[src/rtl/lw_sram_pkg.sv]
package lw_sram_pkg;
  typedef enum logic [1:0] {
    OP_NOP   = 2'd0,
    OP_READ  = 2'd1,
    OP_WRITE = 2'd2
  } lw_op_e;
endpackage

[src/rtl/lw_cmd_reg.sv]
module lw_cmd_reg
  import lw_sram_pkg::*;
#(
  parameter int AW = 4,
  parameter int NB = 4
) (
  input  logic          clk,
  input  logic          rst_n,
  input  logic          sleep,
  input  logic          sel_n,
  input  logic          we_n,
  input  logic [NB-1:0] be_n,
  input  logic [AW-1:0] addr,
  input  logic          oe_n,
  output lw_op_e        op_q,
  output logic [AW-1:0] addr_q,
  output logic [NB-1:0] ben_q,
  output logic          oe_q
);
  // command stage: everything except write data is registered here
  always_ff @(posedge clk or negedge rst_n) begin
    if (!rst_n) begin
      op_q   <= OP_NOP;
      addr_q <= '0;
      ben_q  <= '0;
      oe_q   <= 1'b0;
    end else if (sleep || sel_n) begin
      op_q <= OP_NOP;
      oe_q <= 1'b0;
    end else begin
      op_q   <= we_n ? OP_READ : OP_WRITE;
      addr_q <= addr;
      ben_q  <= ~be_n;
      oe_q   <= ~oe_n;
    end
  end
endmodule

[src/rtl/lw_write_buffer.sv]
module lw_write_buffer #(
  parameter int AW = 4,
  parameter int NB = 4,
  parameter int BW = 9,
  localparam int DW = NB * BW
) (
  input  logic          clk,
  input  logic          rst_n,
  input  logic          capture,
  input  logic [AW-1:0] addr_q,
  input  logic [NB-1:0] ben_q,
  input  logic [DW-1:0] wdata,
  output logic [AW-1:0] buf_addr,
  output logic [DW-1:0] buf_data,
  output logic [NB-1:0] buf_vld,
  output logic [NB-1:0] commit_be
);
  // the older entry drains into the array as the newer one lands
  assign commit_be = capture ? buf_vld : '0;

  always_ff @(posedge clk or negedge rst_n) begin
    if (!rst_n) begin
      buf_addr <= '0;
      buf_data <= '0;
      buf_vld  <= '0;
    end else if (capture) begin
      buf_addr <= addr_q;
      buf_data <= wdata;
      buf_vld  <= ben_q;
    end
  end

  assert_buf_steady_R11: assert property (@(posedge clk) disable iff (!rst_n)
    !capture |=> ($stable(buf_addr) && $stable(buf_vld) && $stable(buf_data)));
endmodule

[src/rtl/lw_array.sv]
module lw_array #(
  parameter int AW = 4,
  parameter int NB = 4,
  parameter int BW = 9,
  localparam int DW = NB * BW,
  localparam int DEPTH = 1 << AW
) (
  input  logic          clk,
  input  logic          rst_n,
  input  logic [NB-1:0] wr_be,
  input  logic [AW-1:0] waddr,
  input  logic [DW-1:0] wdata,
  input  logic [AW-1:0] raddr,
  output logic [DW-1:0] rdata
);
  for (genvar b = 0; b < NB; b++) begin : g_lane
    logic [BW-1:0] lane [DEPTH];

    always_ff @(posedge clk or negedge rst_n) begin
      if (!rst_n) begin
        for (int i = 0; i < DEPTH; i++) lane[i] <= '0;
      end else if (wr_be[b]) begin
        lane[waddr] <= wdata[b*BW +: BW];
      end
    end

    assign rdata[b*BW +: BW] = lane[raddr];
  end
endmodule

[src/rtl/lw_sram_ctrl.sv]
module lw_sram_ctrl
  import lw_sram_pkg::*;
#(
  parameter int AW = 4,
  parameter int NB = 4,
  parameter int BW = 9
) (
  input  logic             clk,
  input  logic             rst_n,
  input  logic             sleep,
  input  logic             sel_n,
  input  logic             we_n,
  input  logic [NB-1:0]    be_n,
  input  logic [AW-1:0]    addr,
  input  logic [NB*BW-1:0] wdata,
  input  logic             oe_n,
  output logic [NB*BW-1:0] rdata,
  output logic             rdata_en
);
  localparam int DW = NB * BW;

  lw_op_e        op_q;
  logic [AW-1:0] addr_q;
  logic [NB-1:0] ben_q;
  logic          oe_q;
  logic [AW-1:0] buf_addr;
  logic [DW-1:0] buf_data;
  logic [NB-1:0] buf_vld;
  logic [NB-1:0] commit_be;
  logic [DW-1:0] arr_rd;
  logic [DW-1:0] merged;
  logic          capture;
  logic          rd_fire;

  assign capture = (op_q == OP_WRITE) && !sleep;
  assign rd_fire = (op_q == OP_READ) && !sleep;

  lw_cmd_reg #(.AW(AW), .NB(NB)) u_cmd (
    .clk(clk), .rst_n(rst_n), .sleep(sleep), .sel_n(sel_n), .we_n(we_n),
    .be_n(be_n), .addr(addr), .oe_n(oe_n),
    .op_q(op_q), .addr_q(addr_q), .ben_q(ben_q), .oe_q(oe_q)
  );

  lw_write_buffer #(.AW(AW), .NB(NB), .BW(BW)) u_wbuf (
    .clk(clk), .rst_n(rst_n), .capture(capture), .addr_q(addr_q),
    .ben_q(ben_q), .wdata(wdata),
    .buf_addr(buf_addr), .buf_data(buf_data), .buf_vld(buf_vld),
    .commit_be(commit_be)
  );

  lw_array #(.AW(AW), .NB(NB), .BW(BW)) u_array (
    .clk(clk), .rst_n(rst_n), .wr_be(commit_be), .waddr(buf_addr),
    .wdata(buf_data), .raddr(addr_q), .rdata(arr_rd)
  );

  // per-byte bypass from the pending write
  for (genvar b = 0; b < NB; b++) begin : g_merge
    assign merged[b*BW +: BW] = (buf_vld[b] && (buf_addr == addr_q))
                                ? buf_data[b*BW +: BW] : arr_rd[b*BW +: BW];
  end

  // output register: data loads only on reads, so repeats stay glitch-free
  always_ff @(posedge clk or negedge rst_n) begin
    if (!rst_n) begin
      rdata    <= '0;
      rdata_en <= 1'b0;
    end else begin
      rdata_en <= rd_fire && oe_q;
      if (rd_fire) rdata <= merged;
    end
  end

  assert_sleep_hiz_R10: assert property (@(posedge clk) disable iff (!rst_n)
    sleep |=> !rdata_en);

  assert_desel_hiz_R8: assert property (@(posedge clk) disable iff (!rst_n)
    sel_n |-> ##2 !rdata_en);

  assert_oe_hiz_R9: assert property (@(posedge clk) disable iff (!rst_n)
    oe_n |-> ##2 !rdata_en);

  assert_repeat_stable_R7: assert property (@(posedge clk) disable iff (!rst_n)
    (rd_fire && $past(rd_fire) && (addr_q == $past(addr_q))) |=> $stable(rdata));

  assert_commit_on_write_R4: assert property (@(posedge clk) disable iff (!rst_n)
    (|commit_be) |-> (op_q == OP_WRITE));
endmodule

[config.mk]
export PLATFORM = sky130hd
export DESIGN_NAME = lw_sram_ctrl
export DESIGN_NICKNAME = d
export VERILOG_FILES = /design/src/rtl/lw_sram_pkg.sv /design/src/rtl/lw_cmd_reg.sv /design/src/rtl/lw_write_buffer.sv /design/src/rtl/lw_array.sv /design/src/rtl/lw_sram_ctrl.sv
export SDC_FILE = /design/constraint.sdc
export NUM_CORES = 1
export LEC_CHECK = 0
export CORE_ASPECT_RATIO = 1.1
export CORE_MARGIN = 2
export CORE_UTILIZATION = 40
export CTS_BUF_LIST = sky130_fd_sc_hd__clkbuf_16
export DETAILED_ROUTE_END_ITERATION = 7
export PLACE_DENSITY = 0.6
export SETUP_SLACK_MARGIN = 0.2
export SYNTH_ARGS = -nofsm -noshare
export SYNTH_HDL_FRONTEND = slang
export SYNTH_HIERARCHICAL = 1
export SYNTH_SLANG_ARGS = --single-unit
export TNS_END_PERCENT = 5
[constraint.sdc]
create_clock -name clk -period 3 [get_ports clk]
set_clock_uncertainty 0.2 [all_clocks]
set_input_delay 0.3 -clock clk [delete_from_list [all_inputs] [get_ports clk]]
set_output_delay 0.3 -clock clk [all_outputs]
set_load 0.01 [all_outputs]
* Word level (Yosys, flattened, before mapping)
Index checks and enable logic that the tools add are counted.
** Word-level totals
- Register bits after elaboration :: 668
- Output and inout bits :: 37
** Cells by class
- Order comparisons :: 3
- Equal/unequal tests :: 3
- Multiplexer cells :: 26
- Bitwise operators :: 4
- Reduce and logical (&&, ||, !) cells :: 10
** Operators with widths (number)
- bitwise mux 144 bit :: 4
- binary-select mux 9 bit (select 4 bit) :: 4
- two-way mux 9 bit :: 13
- demux 9 bit (select 4 bit) :: 1
- >= comparator 5 bit (second input constant) :: 2
- inverter 4 -> 5 bit :: 2
- logical AND 1 bit :: 8
- < comparator 5 x 1 -> 1 bit (second input constant) :: 1
- equality test 4 bit :: 1
- two-way mux 2 bit :: 2
- two-way mux 4 bit :: 1
- inverter 4 bit :: 1
- equality test 2 x 1 -> 1 bit (second input constant) :: 1
- equality test 2 bit (second input constant) :: 1
- zero test 1 bit :: 1
- logical OR 1 bit :: 1
- two-way mux 1 bit :: 1
- inverter 1 bit :: 1

* Depth between registers and ports, before layout
- Depth in word-level cells :: 6
- Mapped depth :: 8
- Gate-level depth less buffers :: 5

* Hierarchy
The synthesis kept the hierarchy.
** Modules (own cells, without submodules)
- lw_array :: times used 1, cells each 1589, area each 26517.9 um^2
- lw_sram_ctrl :: times used 1, cells each 183, area each 1881.8 um^2
- lw_write_buffer :: times used 1, cells each 97, area each 1725.4 um^2
- lw_cmd_reg :: times used 1, cells each 29, area each 406.6 um^2

* Worst setup path before layout
OpenSTA, ideal clock, no wires.
- Path kind :: reg2reg
- Start :: register u_cmd.op_q[0]
- End :: register u_array/g_lane[1].lane[135] in the netlist's numbering
- Setup time :: 125 ps
- Arrival :: 2162 ps
- Slack :: 514 ps
- Cell stages (with the launch flop) :: 8
- Path buffers :: 2
- Period minus slack after synthesis :: 2486 ps
- Cells stage by stage :: dfrtp_1 > nor3b_1 > buf_6 > buf_6 > and2_1 > nor3b_2 > nand2_1 > mux2_2
** On the way
- Cells in the longest elaborated chain, start to end :: 3
** Ends and longest elaborated chain
- start, declared :: RTL line lw_cmd_reg.sv:15 : output lw_op_e op_q,
- start signal, assigned :: RTL line lw_cmd_reg.sv:31 : op_q <= we_n ? OP_READ : OP_WRITE;
- equality test 2 bit :: RTL line lw_sram_ctrl.sv:35 : assign capture = (op_q == OP_WRITE) && !sleep;
- logical AND 1 bit :: RTL line lw_sram_ctrl.sv:35
- named net capture :: RTL line lw_sram_ctrl.sv:32 : logic capture;
- two-way mux 4 bit :: RTL line lw_write_buffer.sv:19 : assign commit_be = capture ? buf_vld : '0;
- named net commit_be[1] :: RTL line lw_sram_ctrl.sv:29 : logic [NB-1:0] commit_be;
- end signal, assigned by index :: RTL line lw_array.sv:23 : lane[waddr] <= wdata[b*BW +: BW];
- end, declared :: RTL line lw_array.sv:17 : logic [BW-1:0] lane [DEPTH];
The timed path passes the listed nets, and every way through them passes these cells.
A chain may end at the register's enable or synchronous reset.

* Final worst setup path
- Start :: register u_cmd.addr_q[1]
- End :: register rdata[6]
** On the way
- Cells in the longest elaborated chain, start to end :: 5
** Ends and longest elaborated chain
- start, declared :: RTL line lw_cmd_reg.sv:16 : output logic [AW-1:0] addr_q,
- start signal, assigned :: RTL line lw_cmd_reg.sv:32 : addr_q <= addr;
- inverter 4 -> 5 bit (not written as such) :: RTL line lw_array.sv:27 : assign rdata[b*BW +: BW] = lane[raddr];
- binary-select mux 9 bit (select 4 bit) :: RTL line lw_array.sv:27
- two-way mux 9 bit (not written as such) (2 in series) :: RTL line lw_array.sv:27
- two-way mux 9 bit * :: RTL line lw_sram_ctrl.sv:59 : ? buf_data[b*BW +: BW] : arr_rd[b*BW +: BW];
- end signal, assigned :: RTL line lw_sram_ctrl.sv:69 : if (rd_fire) rdata <= merged;
- end, declared :: RTL line lw_sram_ctrl.sv:17 : output logic [NB*BW-1:0] rdata,
Every way passes the cells marked *; elsewhere a longest branch is shown, timed or not. The select of a mux whose other input is x is not followed.

==> results by group <==
Status
  • Outcome: complete, no violations

Detailed routing
  • DR pass1 iterations: 5
  • Vias per cell: roughly 5.5
  • Final wirelength: slightly above 70000 um
  • Vias: approximately 17000
  • Drt drc: 0
  • 1st-iter DRT viols: ~850
  • WL per Instance: ~23 um
  • Post-route ant nets: 0

Timing
  • Final hold slack: a little over 70 ps
  • RSZ-0062 raised after global routing: false
  • Final hold vios: 0
  • Setup TNS: 0 ps
  • Headroom to the max-slew limit: between 30% and 40%
  • Slew of the pin with the lowest slew margin: between 900 and 1000 ps
  • FMAX: roughly 390 MHz
  • Crit share post-route: 85.7%
  • Max Slew Vio Count: 0
  • Final setup viols: 0
  • Min Tclk post-route: about 2600 ps

Worst setup path
  • Critical-path top delay cell: dfrtp_4
  • CP peak stage delay: between 600 and 700 ps
  • FF-to-FF Start: u_cmd/addr_q[1]
  • Worst Path Required: between 3000 and 4000 ps
  • Crit Reg-Reg Endpoint: rdata[6]
  • CP Capture Type: register
  • CP Class: reg -> reg
  • Reg2Reg Setup Slack: 430 ps
  • Setup crit start: u_cmd/addr_q[1]
  • CP max FO: 23
  • Critical path startpoint category: register
  • Worst path arrival time: roughly 2800 ps
  • CP Cell Sequence: xor2_1 -> nor4_4 -> buf_12 -> and2_2 -> o21ai_0
  • Worst r2r path cells: 5

Synthesis
  • Mapped Nets: between 1500 and 2000
  • Synthesized area per cell: approximately 16 um2
  • Async set-reset flop share out of synthesis: between 90% and 100%
  • Yosys top cell by area: dfrtp_1
  • Yosys warns: 6
  • Seq cells post-synth: 668
  • Mapped Cells: approximately 1900
  • Top-area cell type share of the netlist area: between 50% and 60%
  • Most frequent cells after synthesis: dfrtp_1 (668), mux2_2 (548), mux4_2 (144)
  • Dominant register cell in the synthesized netlist: dfrtp_1
  • Count leader, synth: dfrtp_1
  • Seq/Total Area, Yosys: about 55%
  • Mapped Area: 30500 um2
  • Cell variety after synth: 42
  • Top post-synthesis cells by area: dfrtp_1 (55%), mux2_2 (20%), mux4_2 (11%)
  • EDFF count, synth: 0

Floorplanning
  • Die width: 267 um
  • Rows: 106
  • Die area: 78600 um2
  • Die height: 294 um
  • Core Area: around 76000 um2
  • Starting Density: roughly 40%
  • # IOs: 87

Final layout
  • Synthesis-to-finish area growth: 14.6%
  • Share of cells above drive strength 1: a little under half
  • Layout fillers: about 6600
  • Total Nets Final: 2057
  • FF+latch area: ~17000 um2
  • Non-Filler Instances: between 3000 and 4000
  • Design area: 35000 um2
  • Area of the multi-input gates: between 10000 and 15000 um2
  • Antenna cells: 0

Power and ir drop
  • Peak VDD IR: approximately 470 uV
  • Leak: 16.9 nW
  • Pwr dens: 617 nW/um2

Hold path
  • Min-Delay Path Class: in -> reg
  • Hold_sp: oe_n
  • Hold endpoint: u_cmd/oe_q
  • Hold Crit Depth: 2

Placement
  • # port buffers: 86
  • Placement Cell Area: 32900 um2
  • RD Place Congestion: around 0.76
  • Post-DP HPWL: around 46000 um
  • Placed insts: about 3000

Global route
  • Initial antenna violation count: 1
  • GR Util All Layers: about a fifth
  • Grt ovf: 0
  • Largest net degree at the start of global routing: 84
  • Vias in the first global route: between 15000 and 20000
  • First-pass GRT wire length: ~110000 um

CTS
  • Register clock-pin slew on the reported worst setup and hold paths: about 60 ps
  • TritonCTS Buffers: ~70
  • Clock latency on the worst-skew pair: between 500 and 600 ps
  • H-tree levels: 3
  • CTS root buf: clkbuf_16
  • TritonCTS clock tree: yes
  • Max Root-Sink Buffers: 3
  • Post-CTS sizing: 0
  • TritonCTS Sinks: 668

Job
  • Maximum Capacitance Violations: 0
## how the worst max path moves through the flow
| stage | depth (start not counted) | slack (ps) | end |
|---|---|---|---|
| 5_1_grt | 6 | 320 | u_array/g_lane[3].lane[113] |
| 2_1_floorplan | 7 | 510 | u_array/g_lane[1].lane[135] |
| 4_1_cts | 5 | 400 | rdata[6] |
| 3_5_place_dp | 7 | 10 | u_array/g_lane[3].lane[114] |
| 6_report | 5 | 430 | rdata[6] |
| 3_3_place_gp | 7 | 30 | u_array/g_lane[3].lane[111] |
## kinds of logic (layout without fill, tap and decap cells)
| group | after synthesis | after routing | synth area share (%) |
|---|---|---|---|
| AO/OA/AOI/OAI | 151 | 151 | 3.64 |
| flip-flops | 668 | 668 | 54.7 |
| XOR/XNOR | 4 | 4 | 0.115 |
| multiplexers | 768 | 768 | 33.9 |
| buffers and inverters | 120 | 268 | 2.11 |
| AND/OR/NAND/NOR | 187 | 187 | 5.52 |
## state kept, by name, summed over array words and instances (netlist names), 2 cells and up
name                 cells
rdata                   36
u_array/g_lane.lane    576
u_cmd/addr_q             4
u_cmd/ben_q              4
u_cmd/op_q               2
u_wbuf/buf_addr          4
u_wbuf/buf_data         36
u_wbuf/buf_vld           4
## layout make-up
cell class	instances	share of cell area, %
timing repair buffer	157	4.83
clock inverter	39	0.858
sequential	668	47.8
clock buffer	71	5.08
inverter	1	0.0107
multi-input combinational	1110	37.8
tap	1026	3.67
## layout by cell type (no fill, tap or decap), types with 35 or more instances in the layout
master,netlist,layout
clkbuf_16,0,71
a22oi_1,72,72
buf_4,12,47
a32oi_1,35,35
nand2_1,80,79
clkdlybuf4s50_1,0,85
mux4_2,144,144
mux2_2,548,548
mux2_1,57,57
dfrtp_1,668,666
## routing by layer
metal  track usage [%]  vias to the layer above  part of all wire, %
met5                 0                        -                    0
met4              6.61                        0                  2.8
met3              2.11                      103                  2.9
met2              32.2                      267                   50
met1              25.2                     9144                   44
li1                  -                     7330                    -
## power breakdown
group / internal (mW) / total, mW / switching [mW]
clock: 4.68 / 8.12 / 3.44
combinational: 1.34 / 2.89 / 1.55
sequential: 9.63 / 10.6 / 0.950
## metrics by stage
stage                     utilization, %  power (mW)  worst slack [ps]
after floorplan                        -        12.4               514
after global placement              43.4        13.6              26.4
after detailed placement            43.4        13.7              14.2
after CTS                           46.1        21.9               400
after global routing                46.1        22.5               320
final                               46.1        21.6               429
## worst max-delay path, delay by kind of cell, from the launching register on
kind            cells  cell delay (ps)
simple gates        2              860
flops               1              680
xor+xnor            1              270
buf+inv             1              260
compound gates      1              150
## what timing repair did
item	in CTS	in global routing
hold buffers	1	0
setup buffers	0	0
endpoints found under the hold margin	64	0
Note: power is estimated with default switching activity, not from simulation.
